### src/rtl/sha2_rnd_pkg.sv
// Package: shared widths, the working-state type and the SHA-256 bit
// functions used by the round logic. Assumes 32-bit words, 4 lanes per operand.
package sha2_rnd_pkg;

    localparam int WORD_W  = 32;
    localparam int LANES   = 4;
    localparam int VEC_W   = WORD_W * LANES;

    typedef logic [WORD_W-1:0] word_t;

    typedef struct packed {
        word_t a;
        word_t b;
        word_t c;
        word_t d;
        word_t e;
        word_t f;
        word_t g;
        word_t h;
    } work_t;

    function automatic word_t rotr(input word_t v, input int unsigned n);
        return (v >> n) | (v << (WORD_W - n));
    endfunction

    function automatic word_t f_choose(input word_t x, input word_t y, input word_t z);
        return (x & y) ^ (~x & z);
    endfunction

    function automatic word_t f_major(input word_t x, input word_t y, input word_t z);
        return (x & y) ^ (x & z) ^ (y & z);
    endfunction

    function automatic word_t f_sum_a(input word_t x);
        return rotr(x, 2) ^ rotr(x, 13) ^ rotr(x, 22);
    endfunction

    function automatic word_t f_sum_e(input word_t x);
        return rotr(x, 6) ^ rotr(x, 11) ^ rotr(x, 25);
    endfunction

endpackage

### src/rtl/sha2_round_core.sv
// Module: one combinational SHA-256 round. Takes the current working
// state and one pre-summed W+K word, returns the next working state.
// Assumes the caller registers the output; no internal state.
module sha2_round_core
    import sha2_rnd_pkg::*;
(
    input  work_t cur_i,
    input  word_t wk_i,
    output work_t nxt_o
);

    word_t t_sum;
    word_t a_sum;

    // Round temporaries: shared term T and the new A value
    always_comb begin
        t_sum = f_choose(cur_i.e, cur_i.f, cur_i.g) + f_sum_e(cur_i.e)
              + wk_i + cur_i.h;
        a_sum = t_sum + f_major(cur_i.a, cur_i.b, cur_i.c) + f_sum_a(cur_i.a);
    end

    // Next state: new A/E plus the shift of the remaining words
    always_comb begin
        nxt_o.a = a_sum;
        nxt_o.b = cur_i.a;
        nxt_o.c = cur_i.b;
        nxt_o.d = cur_i.c;
        nxt_o.e = t_sum + cur_i.d;
        nxt_o.f = cur_i.e;
        nxt_o.g = cur_i.f;
        nxt_o.h = cur_i.g;
    end

endmodule

### src/rtl/sha2_seq_ctrl.sv
// Module: sequencer for the round unit. Accepts start when idle, counts
// ROUNDS steps, flags the last step and pulses done after it.
// Assumes ROUNDS >= 1; synchronous active-low reset.
module sha2_seq_ctrl #(
    parameter int ROUNDS = 2,
    localparam int CNT_W = (ROUNDS > 1) ? $clog2(ROUNDS) : 1
) (
    input  logic             clk,
    input  logic             rst_n,
    input  logic             start_i,
    output logic             load_o,
    output logic             step_o,
    output logic             last_o,
    output logic [CNT_W-1:0] rnd_o,
    output logic             busy_o,
    output logic             done_o
);

    logic             busy_q;
    logic             done_q;
    logic [CNT_W-1:0] rnd_q;

    // Decode the control strobes from the current state
    always_comb begin
        load_o = start_i && !busy_q;
        step_o = busy_q;
        last_o = busy_q && (rnd_q == CNT_W'(ROUNDS - 1));
    end

    // Busy flag, round counter and done pulse
    always_ff @(posedge clk) begin
        if (!rst_n) begin
            busy_q <= 1'b0;
            done_q <= 1'b0;
            rnd_q  <= '0;
        end else begin
            done_q <= last_o;
            if (load_o) begin
                busy_q <= 1'b1;
                rnd_q  <= '0;
            end else if (last_o) begin
                busy_q <= 1'b0;
                rnd_q  <= '0;
            end else if (busy_q) begin
                rnd_q  <= rnd_q + 1'b1;
            end
        end
    end

    assign rnd_o  = rnd_q;
    assign busy_o = busy_q;
    assign done_o = done_q;

endmodule

### src/rtl/sha2_dual_round.sv
// Module: top of the two-round SHA-256 step. Unpacks the split operands
// into a working state, runs one round per clock and packs A,B,E,F into
// the result register. Assumes ROUNDS <= LANES of the WK operand.
module sha2_dual_round
    import sha2_rnd_pkg::*;
#(
    parameter int ROUNDS = 2
) (
    input  logic             clk,
    input  logic             rst_n,
    input  logic             start_i,
    input  logic [VEC_W-1:0] cdgh_i,
    input  logic [VEC_W-1:0] abef_i,
    input  logic [VEC_W-1:0] wk_i,
    output logic             busy_o,
    output logic             done_o,
    output logic [VEC_W-1:0] result_o
);

    localparam int CNT_W  = (ROUNDS > 1) ? $clog2(ROUNDS) : 1;
    localparam int WK_W   = ROUNDS * WORD_W;

    logic             load;
    logic             step;
    logic             last;
    logic [CNT_W-1:0] rnd;

    work_t            work_q;
    work_t            work_nxt;
    work_t            work_init;
    logic [WK_W-1:0]  wk_q;
    word_t            wk_lane [ROUNDS];
    word_t            wk_cur;
    logic [VEC_W-1:0] result_q;
    logic [VEC_W-WK_W-1:0] unused_wk_hi;

    assign unused_wk_hi = wk_i[VEC_W-1:WK_W];

    sha2_seq_ctrl #(.ROUNDS(ROUNDS)) u_ctrl (
        .clk    (clk),
        .rst_n  (rst_n),
        .start_i(start_i),
        .load_o (load),
        .step_o (step),
        .last_o (last),
        .rnd_o  (rnd),
        .busy_o (busy_o),
        .done_o (done_o)
    );

    // Split the captured WK vector into one word per round
    for (genvar r = 0; r < ROUNDS; r++) begin : g_wk_lane
        assign wk_lane[r] = wk_q[r*WORD_W +: WORD_W];
    end

    // Select the WK word for the round in progress
    always_comb begin
        wk_cur = wk_lane[rnd];
    end

    // Map the two packed operands onto the working-state fields
    always_comb begin
        work_init.a = abef_i[4*WORD_W-1:3*WORD_W];
        work_init.b = abef_i[3*WORD_W-1:2*WORD_W];
        work_init.e = abef_i[2*WORD_W-1:1*WORD_W];
        work_init.f = abef_i[1*WORD_W-1:0];
        work_init.c = cdgh_i[4*WORD_W-1:3*WORD_W];
        work_init.d = cdgh_i[3*WORD_W-1:2*WORD_W];
        work_init.g = cdgh_i[2*WORD_W-1:1*WORD_W];
        work_init.h = cdgh_i[1*WORD_W-1:0];
    end

    sha2_round_core u_round (
        .cur_i(work_q),
        .wk_i (wk_cur),
        .nxt_o(work_nxt)
    );

    // Working state and WK capture: load on start, advance per round
    always_ff @(posedge clk) begin
        if (!rst_n) begin
            work_q <= '0;
            wk_q   <= '0;
        end else if (load) begin
            work_q <= work_init;
            wk_q   <= wk_i[WK_W-1:0];
        end else if (step) begin
            work_q <= work_nxt;
        end
    end

    // Result register: pack A,B,E,F after the final round
    always_ff @(posedge clk) begin
        if (!rst_n) begin
            result_q <= '0;
        end else if (last) begin
            result_q <= {work_nxt.a, work_nxt.b, work_nxt.e, work_nxt.f};
        end
    end

    assign result_o = result_q;

endmodule

### config.mk
export PLATFORM = sky130hd
export DESIGN_NAME = sha2_dual_round
export DESIGN_NICKNAME = d
export VERILOG_FILES = /design/src/rtl/sha2_rnd_pkg.sv /design/src/rtl/sha2_round_core.sv /design/src/rtl/sha2_seq_ctrl.sv /design/src/rtl/sha2_dual_round.sv
export SDC_FILE = /design/constraint.sdc
export NUM_CORES = 1
export LEC_CHECK = 0
export BUFFER_PORTS_ARGS = -buffer_cell sky130_fd_sc_hd__buf_2
export CORE_MARGIN = 2
export CORE_UTILIZATION = 55
export CTS_CLUSTER_SIZE = 16
export DETAILED_ROUTE_END_ITERATION = 8
export GPL_ROUTABILITY_DRIVEN = 0
export GPL_TIMING_DRIVEN = 0
export HOLD_SLACK_MARGIN = 0.1
export PLACE_DENSITY_LB_ADDON = 0.1
export SYNTH_ARGS = -nofsm -noshare
export SYNTH_HDL_FRONTEND = slang
export SYNTH_SLANG_ARGS = --single-unit
### constraint.sdc
create_clock -name clk -period 18 [get_ports clk]
set_input_delay 1.8 -clock clk [delete_from_list [all_inputs] [get_ports clk]]
set_output_delay 1.8 -clock clk [all_outputs]
set_load 0.01 [all_outputs]
==> results of run 1 <==
## layout make-up
| type | instances | area share [%] |
|---|---|---|
| flip-flops and latches | 451 | 28.1 |
| plain buffers | 256 | 2.99 |
| well taps | 664 | 2.59 |
| clock buffers | 76 | 4.87 |
| multi-input cells | 2499 | 51.9 |
| diodes | 4 | 0.0312 |
| inverters | 150 | 1.75 |
| repair buffers | 451 | 7.03 |
| clock inverters | 17 | 0.756 |
## routing by layer
metal	vias up	wire, microns	track usage [%]
met2	1687	47600	65.2
li1	12276	-	-
met5	-	42	0
met3	435	11600	8.64
met1	12450	40100	50.4
met4	6	9700	32.0
## tightest hold or removal path, delay by kind of cell, from the launching register on
kind / cells / cell delay, ns
and+or+nand+nor: 1 / 0.05
DFF: 1 / 0.30
AOI/OAI and AO/OA: 1 / 0.05
## Yosys cell counts, drive strengths merged, types with 8 or more instances
cell    number
nor2       454
a21oi      453
dfxtp      451
nand2      413
mux2i      227
clkbuf     223
inv        150
xnor2      140
o21ai      121
fa          95
a211oi      94
ha          92
xor2        71
nor2b       49
a21o        39
buf         33
nand3       31
mux2        29
maj3        22
nor3        18
o21a        15
o21bai      13
nand4       12
and3         9
nand2b       8
## registers in the layout, summed over array words and instances, names as in the netlist
| register | count |
|---|---|
| u_ctrl.busy_o | 1 |
| u_ctrl.rnd_o | 1 |
| u_ctrl.done_o | 1 |
| result_o | 128 |
| wk_q | 64 |
| work_q | 256 |
## metrics by stage
stage / cells / cell area (sq um) / utilization (%) / hold WS [ns]
detailed placement: 4471 / 30300 / 62.0 / 0.444
floorplan: 3356 / 27200 / - / 0.433
global placement: 4471 / 30300 / 62.0 / 0.440
CTS: 4564 / 32100 / 65.7 / 0.452
finish: 4568 / 32100 / 65.8 / 0.451
global route: 4568 / 32100 / 65.8 / 0.467
## cell families after synthesis
logic type | synth area share (%)
DFF | 33.2
muxes | 9.55
buffers and inverters | 5.60
AOI/OAI and AO/OA | 17.1
xor gates and xnor gates | 6.96
and+or+nand+nor | 15.6
adders and majority gates | 12.0
## cells in the final DEF, fill, tap and decap left out, types with 95 or more instances in the layout
cell / synthesis / final
fa_1: 95 / 95
xnor2_1: 140 / 140
o21ai_0: 121 / 121
a21oi_1: 450 / 450
inv_1: 149 / 149
buf_2: 0 / 451
dfxtp_1: 451 / 451
clkbuf_1: 223 / 231
nand2_1: 413 / 413
mux2i_1: 227 / 227
nor2_1: 453 / 453
## final timing paths
path	startpoint	end	slack [ns]
min reg2reg	result_o[11]$_SDFFE_PN0P_	result_o[11]$_SDFFE_PN0P_	0.45
max reg2reg	work_q[122]$_SDFFE_PN0P_	result_o[127]$_SDFFE_PN0P_	9.80
min	result_o[11]$_SDFFE_PN0P_	result_o[11]$_SDFFE_PN0P_	0.45
max	work_q[122]$_SDFFE_PN0P_	result_o[127]$_SDFFE_PN0P_	9.80
==> impl_metrics.json, run 1 <==
{
  "rows": 81,
  "cp_max_fo": 7,
  "initialDrtViolationCount": 3202,
  "fillers": 4485,
  "clock_latency_ns": 0.62,
  "grt_pass1_wl_microns": 156000,
  "holdPathStages": 2,
  "path_clk_slew_ns": 0.06,
  "grt_overflow": 0,
  "cts_setup_buffers": 0,
  "multi_input_area_sq_um": 16700,
  "cts_resized": 0,
  "cp.depth": 28,
  "synth_top_area_share_pct": 33.2,
  "start_kind": "flip-flop",
  "grt_pass1_vias": 25351,
  "cp.arrival_ns": 8.73,
  "ys_top_cells_by_area": "dfxtp_1 (33%), mux2i_1 (8.3%), a21oi_1 (8.3%), fa_1 (7.0%), nor2_1 (6.2%)",
  "cts_buffers": 50,
  "drt-pass1-iter-count": 7,
  "setup_viol": 0,
  "status": "finished clean",
  "drv_slew": 0,
  "htree_levels": 2,
  "detail_route.vias_per_cell": 5.88,
  "die_x_microns": 226,
  "worstSetupEndpointType": "flip-flop",
  "synth-main-ff-cell": "dfxtp_1",
  "ff_latch_area_sq_um": 9030,
  "worst_pin_slew_ns": 1.47,
  "syn_nets": 3930,
  "core_sq_um": 48800,
  "ios": 517,
  "worst_slack_ns": 9.80,
  "maxSlewHeadroom_pct": 2.19,
  "cap_violations": 0,
  "max_freq_mhz": 122,
  "ant_nets": 0,
  "root_buffer": "clkbuf_16",
  "routed-via-count": 26854,
  "cts.sinks": 451,
  "async_reset_ff_share_pct": 0,
  "syn_area_per_cell_sq_um": 8.11,
  "cp_slowest_cell": "xor2_1",
  "cts_tree": "done",
  "die-area_sq_um": 51300,
  "hold_class": "flip-flop to flip-flop",
  "grt_util_all_layers_pct": 41.7,
  "cp.required_ns": 18.53,
  "grt_start_max_net_pins": 14,
  "final.setup_skew_ns": 0.0316,
  "wl_per_cell_microns": 23.9,
  "layout-drive-gt1-share_pct": 15.2,
  "yosysTopAreaCell": "dfxtp_1",
  "synth_edf_count": 0,
  "synth_cells": 3356,
  "cts_hold_buf": 0,
  "die_h_microns": 226,
  "cts_max_path_buffers": 3,
  "yosys_warnings": 0,
  "path_common_cell": "fa_1",
  "slowest_delay_ns": 0.67,
  "yosysSeqAreaShare_pct": 33.2,
  "setup.worst_path.class": "flip-flop to flip-flop",
  "hpwl_microns": 84900,
  "drc_errors": 0,
  "tns_ns": 0,
  "area_growth_pct": 18.0,
  "cp_num_buf_inv": 3,
  "initial_core_util_pct": 55.7,
  "critPathTopFamily": "adder cells",
  "synth-seq-cells": 451,
  "synth_cell_types": 68,
  "numPortBuffers": 451,
  "place_ws_ns": 10.12,
  "fin_crit_sh_pct": 45.6,
  "antenna_found_initial": 7,
  "rsz0062_at_grt": "no",
  "syn_area_sq_um": 27200,
  "num-nets-final": 4433,
  "drt_wl_total_microns": 109000,
  "hold_viol": 0,
  "min_period_ns": 8.20,
  "reg2regPathDepth": 28
}
Power of run 1 is left out: the tool's default activity adds up to more than one toggle a clock period on the data nets, which glitch-free logic cannot reach.
==> run 2, diff against run 1 <==
Settings changed: ABC_AREA set to 1.
Clock period 18 ns to 7.7 ns, I/O delays scaled along.
==> impl_metrics.json, run 2 <==
{
  "min_period_ns": 7.39,
  "synth_top_area_share_pct": 32.1,
  "cts_tree": "done",
  "cp.required_ns": 8.30,
  "drt-pass1-iter-count": 8,
  "final_util_pct": 65.7,
  "slowest_delay_ns": 0.73,
  "die-area_sq_um": 52900,
  "die_h_microns": 230,
  "wl_per_cell_microns": 23.3,
  "ff2ff_setup_slack_ns": 0.31,
  "synth_most_common_cell": "nand2_1",
  "grt_util_all_layers_pct": 45.0,
  "ant_nets": 0,
  "cp.depth": 28,
  "grt_start_max_net_pins": 16,
  "die_x_microns": 230,
  "final.setup_skew_ns": 0.0488,
  "critPathTopFamily": "adder cells",
  "path_common_cell": "fa_1",
  "worstSetupEndpointType": "flip-flop",
  "area_growth_pct": 17.5,
  "root_buffer": "clkbuf_16",
  "max_freq_mhz": 135,
  "antenna_cells": 0,
  "start_kind": "flip-flop",
  "fin_area_sq_um": 33000,
  "largest_reg_flops": 256,
  "cp_slowest_cell": "clkbuf_1",
  "tns_ns": 0,
  "detail_route.vias_per_cell": 5.82,
  "antenna_found_initial": 0,
  "hold_class": "input port to flip-flop",
  "num-nets-final": 5108,
  "initialDrtViolationCount": 4739,
  "cts_max_path_buffers": 3,
  "cap_violations": 0,
  "final_common_cell": "nand2_1",
  "final_cell_mix": "nand2_1 (1207), inv_1 (577), buf_2 (495), dfxtp_1 (451), nor2_1 (232)",
  "ys_top_cells_by_area": "dfxtp_1 (32%), nand2_1 (16%), inv_1 (7.7%), fa_1 (6.8%), ha_1 (4.1%)",
  "core_sq_um": 50300,
  "drt_wl_total_microns": 122000,
  "synth_cells": 4031,
  "rows": 82,
  "grt_overflow": 0,
  "setup.worst_path.class": "flip-flop to flip-flop",
  "syn_nets": 4605,
  "synth-main-ff-cell": "dfxtp_1",
  "syn_area_sq_um": 28100,
  "cts_hold_buf": 0,
  "setup_viol": 0,
  "cts_buffers": 50,
  "cts.sinks": 451,
  "grt_pass1_vias": 27763,
  "synthTopCellsByCount": "nand2_1 (1207), inv_1 (577), dfxtp_1 (451), nor2_1 (232), o21ai_0 (224)",
  "yosys_warnings": 0,
  "postPlaceCellArea_sq_um": 31200,
  "maxSlewHeadroom_pct": 14.0,
  "drc_errors": 0,
  "clock_latency_ns": 0.66,
  "synth_cell_types": 63,
  "htree_levels": 2,
  "hold_viol": 0,
  "holdPathStages": 3,
  "critPathLaunch": "work_q[108]$_SDFFE_PN0P_",
  "worst_pin_slew_ns": 1.29,
  "cp_max_fo": 7,
  "yosysTopAreaCell": "dfxtp_1",
  "fin_crit_sh_pct": 95.9,
  "yosysSeqAreaShare_pct": 32.1,
  "synth-seq-cells": 451,
  "synth_edf_count": 0,
  "cp.arrival_ns": 7.99,
  "layout-drive-gt1-share_pct": 14.8,
  "ios": 517,
  "async_reset_ff_share_pct": 0,
  "rsz0062_at_grt": "no",
  "grt_pass1_wl_microns": 175000,
  "r2r-start": "work_q[108]$_SDFFE_PN0P_",
  "path_clk_slew_ns": 0.07,
  "initial_core_util_pct": 55.9,
  "status": "finished clean",
  "cp_num_buf_inv": 3,
  "routed-via-count": 30543,
  "reg2regPathDepth": 28,
  "min-delay-start": "wk_i[38]",
  "syn_area_per_cell_sq_um": 6.97,
  "top_register": "work_q",
  "numPortBuffers": 451,
  "drv_slew": 0,
  "hpwl_microns": 98000,
  "fillers": 4755
}
run 2: logic make-up after synthesis:
family,Yosys count,synth area share (%)
buffers and inverters,820,11.3
XOR/XNOR,184,5.76
adder cells (fa/ha/maj),196,11.2
multiplexers,29,1.03
AO/OA/AOI/OAI,608,13.4
AND/OR/NAND/NOR,1743,25.3
flip-flops,451,32.1
run 2: final timing paths:
kind                                endpoint
hold / removal         wk_q[38]$_SDFFE_PN0P_
setup reg to reg    work_q[248]$_SDFFE_PN0P_
setup / recovery    work_q[248]$_SDFFE_PN0P_
hold reg to reg   result_o[125]$_SDFFE_PN0P_
run 2: final cells by class:
class / count / area (sq um) / area share, %
well taps: 672 / 841 / 2.55
multi-input cells: 2760 / 15900 / 48.2
clock inverters: 30 / 460 / 1.39
plain buffers: 228 / 941 / 2.85
clock buffers: 62 / 1360 / 4.11
flip-flops and latches: 451 / 9030 / 27.3
inverters: 592 / 2220 / 6.73
repair buffers: 451 / 2260 / 6.83
run 2: worst reg2reg max path: cells and delay by family (launching register included):
kind	cells	cell delay [ns]
AOI/OAI and AO/OA	7	1.23
adders and majority gates	6	2.53
and+or+nand+nor	9	1.59
DFF	1	0.31
buffers and inverters	3	0.83
xor gates and xnor gates	3	0.86
run 2: metal layers:
metal,global-route usage (%),wire [microns],vias up
met1,61.3,45900,14001
li1,-,-,13686
met2,62.3,47500,2436
met5,0,38,-
met3,14.9,20600,418
met4,24.5,8160,2
run 2: what timing repair did:
action	CTS	global route
setup endpoints to repair	0	1
buffers inserted	0	0
gates resized for setup	0	1
run 2: metrics by stage:
stage	worst slack [ns]	hold WS (ns)	cells
2_1_floorplan	2.30	0.444	4031
3_3_place_gp	0.569	0.425	5154
3_5_place_dp	0.512	0.432	5154
4_1_cts	0.511	0.362	5246
5_1_grt	0.0706	0.378	5246
6_report	0.313	0.358	5246
Power of run 2 is left out for the same reason.
